==> config.mk <==
export PLATFORM = sky130hd
export DESIGN_NAME = tmrc_top
export DESIGN_NICKNAME = d
export VERILOG_FILES = /design/src/rtl/tmrc_pkg.sv /design/src/rtl/tmrc_sel.sv /design/src/rtl/tmrc_core.sv /design/src/rtl/tmrc_steer.sv /design/src/rtl/tmrc_top.sv
export SDC_FILE = /design/constraint.sdc
export NUM_CORES = 1
export LEC_CHECK = 0
export BUFFER_PORTS_ARGS = -buffer_cell sky130_fd_sc_hd__buf_2
export CAP_MARGIN = 15
export CORE_UTILIZATION = 30
export CTS_BUF_LIST = sky130_fd_sc_hd__clkbuf_2
export DETAILED_ROUTE_END_ITERATION = 8
export SYNTH_ARGS = -nofsm -noshare
export SYNTH_HDL_FRONTEND = slang
export SYNTH_SLANG_ARGS = --single-unit
==> constraint.sdc <==
create_clock -name clk -period 3.9 [get_ports clk]
set_clock_uncertainty 0.05 [all_clocks]
set_input_delay 0.39 -clock clk [delete_from_list [all_inputs] [get_ports clk]]
set_output_delay 0.39 -clock clk [all_outputs]
set_load 0.05 [all_outputs]
==> src/rtl/tmrc_pkg.sv <==
package tmrc_pkg;
    typedef enum logic [1:0] {
        FN_TIMER = 2'd0,
        FN_COUNT = 2'd1,
        FN_PWM   = 2'd2,
        FN_SPARE = 2'd3
    } fn_e;

    localparam int unsigned REG_AW = 3;
    localparam logic [REG_AW-1:0] A_COUNT  = 3'd0;
    localparam logic [REG_AW-1:0] A_PERIOD = 3'd1;
    localparam logic [REG_AW-1:0] A_CMP    = 3'd2;
    localparam logic [REG_AW-1:0] A_CTRL   = 3'd3;
    localparam logic [REG_AW-1:0] A_FUNC   = 3'd4;
    localparam logic [REG_AW-1:0] A_INSEL  = 3'd5;
    localparam logic [REG_AW-1:0] A_OUTCFG = 3'd6;
    localparam logic [REG_AW-1:0] A_AUXSEL = 3'd7;
endpackage

==> src/rtl/tmrc_sel.sv <==
module tmrc_sel #(
    parameter int unsigned N  = 16,
    localparam int unsigned IW = $clog2(N)
) (
    input  logic [N-1:0]  src,
    input  logic [IW-1:0] idx,
    output logic          y
);
    always_comb begin
        y = src[idx];
    end
endmodule

==> src/rtl/tmrc_core.sv <==
module tmrc_core
    import tmrc_pkg::*;
#(
    parameter int unsigned DW = 8
) (
    input  logic          clk,
    input  logic          rst_n,
    input  logic          run,
    input  logic          start,
    input  fn_e           fn,
    input  logic          chain_en,
    input  logic          chain_in,
    input  logic          clk_sel,
    input  logic          data_sel,
    input  logic          aux_reload,
    input  logic          wr_cnt,
    input  logic          wr_cmp,
    input  logic [DW-1:0] wr_data,
    input  logic [DW-1:0] period,
    output logic [DW-1:0] cnt,
    output logic [DW-1:0] cmp,
    output logic          prim,
    output logic          tc,
    output logic          irq
);
    typedef struct packed {
        logic [DW-1:0] cnt;
        logic [DW-1:0] cmp;
        logic          data_prev;
        logic          irq;
    } core_s;

    core_s st_q, st_d;
    logic  tick, cap, is_timer;

    always_comb begin
        is_timer = (fn == FN_TIMER) || (fn == FN_SPARE);
        tick = run && clk_sel && (!chain_en || chain_in)
             && ((fn != FN_COUNT) || data_sel);
        tc   = tick && (st_q.cnt == '0);
        cap  = run && is_timer && data_sel && !st_q.data_prev;

        st_d = st_q;
        if (wr_cnt)
            st_d.cnt = wr_data;
        else if (start || aux_reload)
            st_d.cnt = period;
        else if (tick)
            st_d.cnt = (st_q.cnt == '0) ? period : st_q.cnt - 1'b1;

        if (wr_cmp)
            st_d.cmp = wr_data;
        else if (cap)
            st_d.cmp = st_q.cnt;

        st_d.data_prev = data_sel;
        st_d.irq       = run && (is_timer ? cap : tc);

        prim = run && ((fn == FN_PWM) ? (st_q.cnt <= st_q.cmp) : tc);
        cnt  = st_q.cnt;
        cmp  = st_q.cmp;
        irq  = st_q.irq;
    end

    always_ff @(posedge clk) begin
        if (!rst_n) st_q <= '0;
        else        st_q <= st_d;
    end

    // a stopped cell with no write or reload keeps its count
    p_hold_stopped_r11: assert property (@(posedge clk) disable iff (!rst_n)
        (!run && !start && !wr_cnt && !aux_reload) |=> $stable(st_q.cnt));
    // a tick away from zero steps the count down by one
    p_step_down_r2: assert property (@(posedge clk) disable iff (!rst_n)
        (tick && st_q.cnt != '0 && !wr_cnt && !start && !aux_reload)
        |=> st_q.cnt == $past(st_q.cnt) - 1'b1);
    // a tick at zero reloads the period
    p_wrap_reload_r2: assert property (@(posedge clk) disable iff (!rst_n)
        (tc && !wr_cnt && !start && !aux_reload) |=> st_q.cnt == $past(period));
    // the interrupt only follows a run-time event one cycle earlier
    p_irq_follows_r5: assert property (@(posedge clk) disable iff (!rst_n)
        st_q.irq |-> $past(run) && ($past(tc) || $past(cap)));
    // a count write always lands
    p_write_wins_r12: assert property (@(posedge clk) disable iff (!rst_n)
        wr_cnt |=> st_q.cnt == $past(wr_data));
endmodule

==> src/rtl/tmrc_steer.sv <==
module tmrc_steer #(
    parameter int unsigned NROW = 4,
    localparam int unsigned RW  = $clog2(NROW)
) (
    input  logic            clk,
    input  logic            rst_n,
    input  logic            prim,
    input  logic            auxo,
    input  logic            prim_en,
    input  logic            aux_en,
    input  logic [RW-1:0]   prim_row,
    input  logic [RW-1:0]   aux_row,
    output logic [NROW-1:0] row_out
);
    for (genvar r = 0; r < NROW; r++) begin : g_row
        assign row_out[r] = (prim_en && prim && (prim_row == RW'(r)))
                         || (aux_en && auxo && (aux_row == RW'(r)));
    end

    // no enabled source means every row line is low
    p_rows_quiet_r9: assert property (@(posedge clk) disable iff (!rst_n)
        (!prim_en && !aux_en) |-> row_out == '0);
    // a single enabled source reaches at most one row
    p_single_row_r9: assert property (@(posedge clk) disable iff (!rst_n)
        !aux_en |-> $onehot0(row_out));
endmodule

==> src/rtl/tmrc_top.sv <==
module tmrc_top
    import tmrc_pkg::*;
#(
    parameter int unsigned DW   = 8,
    parameter int unsigned NSRC = 16,
    parameter int unsigned NAUX = 4,
    parameter int unsigned NROW = 4,
    localparam int unsigned SW  = $clog2(NSRC),
    localparam int unsigned AW  = $clog2(NAUX),
    localparam int unsigned RW  = $clog2(NROW)
) (
    input  logic              clk,
    input  logic              rst_n,
    input  logic              wr_en,
    input  logic [REG_AW-1:0] wr_addr,
    input  logic [DW-1:0]     wr_data,
    input  logic [REG_AW-1:0] rd_addr,
    output logic [DW-1:0]     rd_data,
    input  logic [NSRC-1:0]   src_bus,
    input  logic [NAUX-1:0]   aux_bus,
    input  logic              chain_in,
    output logic              chain_out,
    output logic [NROW-1:0]   row_out,
    output logic              irq
);
    typedef struct packed {
        logic [DW-1:0] period;
        logic          run;
        fn_e           fn;
        logic          chain;
        logic [SW-1:0] clk_idx;
        logic [SW-1:0] dat_idx;
        logic [RW-1:0] prow;
        logic          pen;
        logic          aen;
        logic [RW-1:0] arow;
        logic          sync;
        logic [AW-1:0] aux_idx;
        logic          s1;
        logic          s2;
    } cfg_s;

    cfg_s cf_q, cf_d;
    logic start, wr_cnt, wr_cmp, aux_raw, aux_reload;
    logic clk_sel, data_sel, prim, tc;
    logic [DW-1:0] cnt, cmp;

    always_comb begin
        cf_d   = cf_q;
        start  = wr_en && (wr_addr == A_CTRL) && wr_data[0] && !cf_q.run;
        wr_cnt = wr_en && (wr_addr == A_COUNT);
        wr_cmp = wr_en && (wr_addr == A_CMP);
        if (wr_en) begin
            unique case (wr_addr)
                A_PERIOD: cf_d.period = wr_data;
                A_CTRL:   cf_d.run    = wr_data[0];
                A_FUNC: begin
                    cf_d.fn    = fn_e'(wr_data[1:0]);
                    cf_d.chain = wr_data[2];
                end
                A_INSEL: begin
                    cf_d.clk_idx = wr_data[SW-1:0];
                    cf_d.dat_idx = wr_data[2*SW-1:SW];
                end
                A_OUTCFG: begin
                    cf_d.prow = wr_data[RW-1:0];
                    cf_d.pen  = wr_data[2];
                    cf_d.aen  = wr_data[3];
                    cf_d.arow = wr_data[4+RW-1:4];
                    cf_d.sync = wr_data[6];
                end
                A_AUXSEL: cf_d.aux_idx = wr_data[AW-1:0];
                default: ;
            endcase
        end
        cf_d.s1    = aux_raw;
        cf_d.s2    = cf_q.s1;
        aux_reload = cf_q.run && (cf_q.sync ? cf_q.s2 : aux_raw);

        rd_data = '0;
        unique case (rd_addr)
            A_COUNT:  rd_data = cnt;
            A_PERIOD: rd_data = cf_q.period;
            A_CMP:    rd_data = cmp;
            A_CTRL:   rd_data[0] = cf_q.run;
            A_FUNC:   rd_data[2:0] = {cf_q.chain, cf_q.fn};
            A_INSEL:  rd_data[2*SW-1:0] = {cf_q.dat_idx, cf_q.clk_idx};
            A_OUTCFG: begin
                rd_data[RW-1:0]   = cf_q.prow;
                rd_data[2]        = cf_q.pen;
                rd_data[3]        = cf_q.aen;
                rd_data[4+RW-1:4] = cf_q.arow;
                rd_data[6]        = cf_q.sync;
            end
            A_AUXSEL: rd_data[AW-1:0] = cf_q.aux_idx;
            default: ;
        endcase
        chain_out = tc;
    end

    always_ff @(posedge clk) begin
        if (!rst_n) cf_q <= '0;
        else        cf_q <= cf_d;
    end

    tmrc_sel #(.N(NSRC)) u_clk_sel (.src(src_bus), .idx(cf_q.clk_idx), .y(clk_sel));
    tmrc_sel #(.N(NSRC)) u_dat_sel (.src(src_bus), .idx(cf_q.dat_idx), .y(data_sel));
    tmrc_sel #(.N(NAUX)) u_aux_sel (.src(aux_bus), .idx(cf_q.aux_idx), .y(aux_raw));

    tmrc_core #(.DW(DW)) u_core (
        .clk(clk), .rst_n(rst_n), .run(cf_q.run), .start(start), .fn(cf_q.fn),
        .chain_en(cf_q.chain), .chain_in(chain_in), .clk_sel(clk_sel),
        .data_sel(data_sel), .aux_reload(aux_reload), .wr_cnt(wr_cnt),
        .wr_cmp(wr_cmp), .wr_data(wr_data), .period(cf_q.period),
        .cnt(cnt), .cmp(cmp), .prim(prim), .tc(tc), .irq(irq)
    );

    tmrc_steer #(.NROW(NROW)) u_steer (
        .clk(clk), .rst_n(rst_n), .prim(prim), .auxo(tc),
        .prim_en(cf_q.pen), .aux_en(cf_q.aen), .prim_row(cf_q.prow),
        .aux_row(cf_q.arow), .row_out(row_out)
    );

    // a cell stopped for two cycles drives no rows and no interrupt
    p_quiet_stopped_r11: assert property (@(posedge clk) disable iff (!rst_n)
        (!cf_q.run && !$past(cf_q.run)) |-> (row_out == '0) && !irq);
    // with chaining on, no chain_in means no terminal-count strobe
    p_chain_gate_r8: assert property (@(posedge clk) disable iff (!rst_n)
        (cf_q.chain && !chain_in) |-> !chain_out);
endmodule

==> qor.yml <==
status:
  status: "finished, final reports clean"
pwr:
  power_leakage_nw: 1.52
  ir_worst_vdd_mv: 0.160
  p_switching_uw: 351
  p_comb_share_pct: 22.4
  powerDensity_nw_per_um2: 302
  switching_share_pct: 30.6
  power.total_mw: 1.15
  p_seq_share_pct: 47.3
  clockPowerShare_pct: 30.4
  p_int_uw: 795
timing:
  tightest_slew_ns: 0.964
  max_freq_ghz: 0.283
  rsz0062_at_grt: "false"
  min_period_over_period_pct: 90.6
  tns_ns: 0
  finalHoldViolations: 0
  setup-violations-final: 0
  max_slew_margin_pct: 35.3
  whs_ns: 0.160
  report.final.slew_viol_count: 0
  worst_slack_ns: 0.368
  min_period_ns: 3.53
drt:
  ant_nets: 0
  drc_errors: 0
  vias: 3103
  drt_wl_total_um: 10200
  vias_per_cell: 5.45
  avgRoutedWirePerCell_um: 18.0
  dr.pass1.iters: 5
  first_iter_violations: 272
synth:
  synth-async-reset-ratio_pct: 0
  ys_warn_count: 0
  yosysSeqAreaShare_pct: 29.0
  yosys.area.top_type: "dfxtp_1"
  syn-mean-instance-area_um2: 8.64
  syn_area_um2: 3380
  yosys_register_bits: 49
  synth_cell_types: 60
  netlist_top_cells_area: "dfxtp_1 29%, mux2i_1 8.9%, nand2_1 6.0%"
  ys.flop_type: "dfxtp_1"
  synth_fp_nets: 441
  netlist_instances: 391
  synth_edf_count: 0
  synth_top_area_share_pct: 29.0
cells_and_area:
  final_core_util_pct: 34.8
  drive_gt1_share_pct: 18.6
  layout_common_cells: "54 x nand2_1, 51 x buf_2, 49 x dfxtp_1, 30 x mux2i_1, 21 x nor2b_1"
  final_net_count: 478
  layout_commonest_cell: "nand2_1"
  insertedDiodeCount: 0
  area_delta_synth_final_pct: 12.2
setup_path:
  worst-path-buf-inv: 2
  required_ns: 3.46
  worstSetupStartpointType: "flip-flop"
  worstSetupPathType: "reg2out"
  r2r_start: "cf_q[13]"
  crit_arrival_ns: 3.09
  r2r_end: "u_core.cmp[0]"
  cp-end-kind: "primary output"
  cp_top_family: "compound AO/OA/AOI/OAI gates"
  rr_worst_depth: 7
  slowest_delay_ns: 0.60
  path_cells: "clkinv_1, a2111oi_0, o311ai_1, a22o_1, nor2_8, nand2_2, o31ai_1, buf_2"
  path_max_fanout: 9
  r2r_setup_slack_ns: 1.41
  critPathSlowestCell: "dfxtp_1"
global_route:
  grt_overflow: 0
  grtUsageTotal_pct: 18.4
  grt_max_degree: 50
  grt_pass1_wl_um: 16500
  grt_pass1_vias: 3077
  antenna_found_initial: 0
cts:
  post-cts-setup-buffers: 0
  cts.reportedPaths.clkPinSlew_ns: 0.27
  clk_latency_ns: 0.46
  cts-root-buf: "clkbuf_2"
  htree_levels: 2
  cts_tree: "done"
  post_cts_resized: 0
  clock_sinks: 49
  numCtsBuffers: 5
  postCtsHoldBufs: 0
  cts_buffer_depth: 2
hold_path:
  min_from: "wr_data[7]"
  min_to: "cf_q[30]"
  hold_path_depth: 3
  min_path_type: "in2reg"
place:
  dpl.hpwl_um: 7600
  io_buffer_count: 51
  place.gp.congestion: 0.878
  place_ws_ns: 0.915
die:
  die_y_um: 108
  ios: 52
  core-area_um2: 10900
  dieArea_um2: 11700
  rows: 38
  start_util_pct: 31.0
  dieWidth_um: 108
flow_run:
  max-cap-violations: 0
final cells by class:
| type | instances | area, um^2 |
|---|---|---|
| fillers | 1132 | 7100 |
| multi-input cells | 301 | 2210 |
| flip-flops and latches | 49 | 981 |
| repair buffers | 51 | 255 |
| well taps | 140 | 175 |
| inverters | 20 | 75.1 |
| clock inverters | 3 | 65.1 |
| clock buffers | 5 | 25.0 |
per-stage QoR:
step           std cells  instance area, um^2
4_1_cts              569                 3790
3_3_place_gp         561                 3700
6_report             569                 3790
2_1_floorplan        391                 3380
3_5_place_dp         561                 3700
5_1_grt              569                 3790
synthesized netlist by cell type (5+ instances only):
| master | count |
|---|---|
| nand2b_1 | 6 |
| dfxtp_1 | 49 |
| a21boi_0 | 17 |
| o21a_1 | 6 |
| mux2i_1 | 30 |
| o21ai_0 | 13 |
| inv_1 | 18 |
| nor2b_1 | 21 |
| a31oi_1 | 6 |
| o211a_1 | 9 |
| nand3_1 | 10 |
| a21oi_1 | 15 |
| ha_1 | 12 |
| a22oi_1 | 7 |
| o211ai_1 | 10 |
| nor2_1 | 18 |
| clkbuf_1 | 15 |
| and3_1 | 5 |
| o21ai_1 | 5 |
| nand2_1 | 54 |
power groups by stage:
stage               Sequential (mW)  Clock (mW)  Combinational [mW]
finish                        0.541       0.348               0.256
global route                  0.545       0.373               0.282
CTS                           0.541       0.352               0.255
detailed placement            0.551           0               0.253
global placement              0.550           0               0.249
floorplan                     0.540           0               0.185
worst register-to-register path: stages, from the launching register on:
cell and delay (ns):
dfxtp_1 0.52, mux4_1 0.28, mux2i_1 0.07, mux2_4 0.31
nor4_4 0.73, mux2i_1 0.28, nand2_1 0.07, o211a_1 0.15
cell families after synthesis:
logic type	after synthesis	synth area share (%)
AO/OA/AOI/OAI	114	24.2
XOR/XNOR	1	0.259
adder cells (fa/ha/maj)	12	4.45
buffers and inverters	41	5.45
flip-flops	49	29.0
multiplexers	43	16.5
AND/OR/NAND/NOR	131	20.2
layer usage:
layer	vias up	GRT usage (%)	wire [um]
met3	18	2.65	434
met4	0	8.02	212
met1	1480	23.6	4560
met5	-	0	0
li1	1509	-	-
met2	96	30.6	5010
flip-flops by register name, summed over array words and instances (netlist names):
| name | cells |
|---|---|
| u_core.st_q | 1 |
| cf_q | 30 |
| u_core.cnt | 8 |
| u_core.irq | 1 |
| cf_d | 1 |
| u_core.cmp | 8 |
worst max-delay path by stage:
stage,start,endpoint,slack [ns],cells past startpoint
finish,cf_q[22],row_out[0],0.37,8
global route,cf_q[22],row_out[0],0.13,8
CTS,cf_q[22],row_out[0],0.36,8
detailed placement,cf_q[22],row_out[0],0.91,8
global placement,cf_q[22],row_out[0],1.02,8
floorplan,u_core.cnt[2],row_out[0],0.57,6
(Power assumes the default switching activity.)
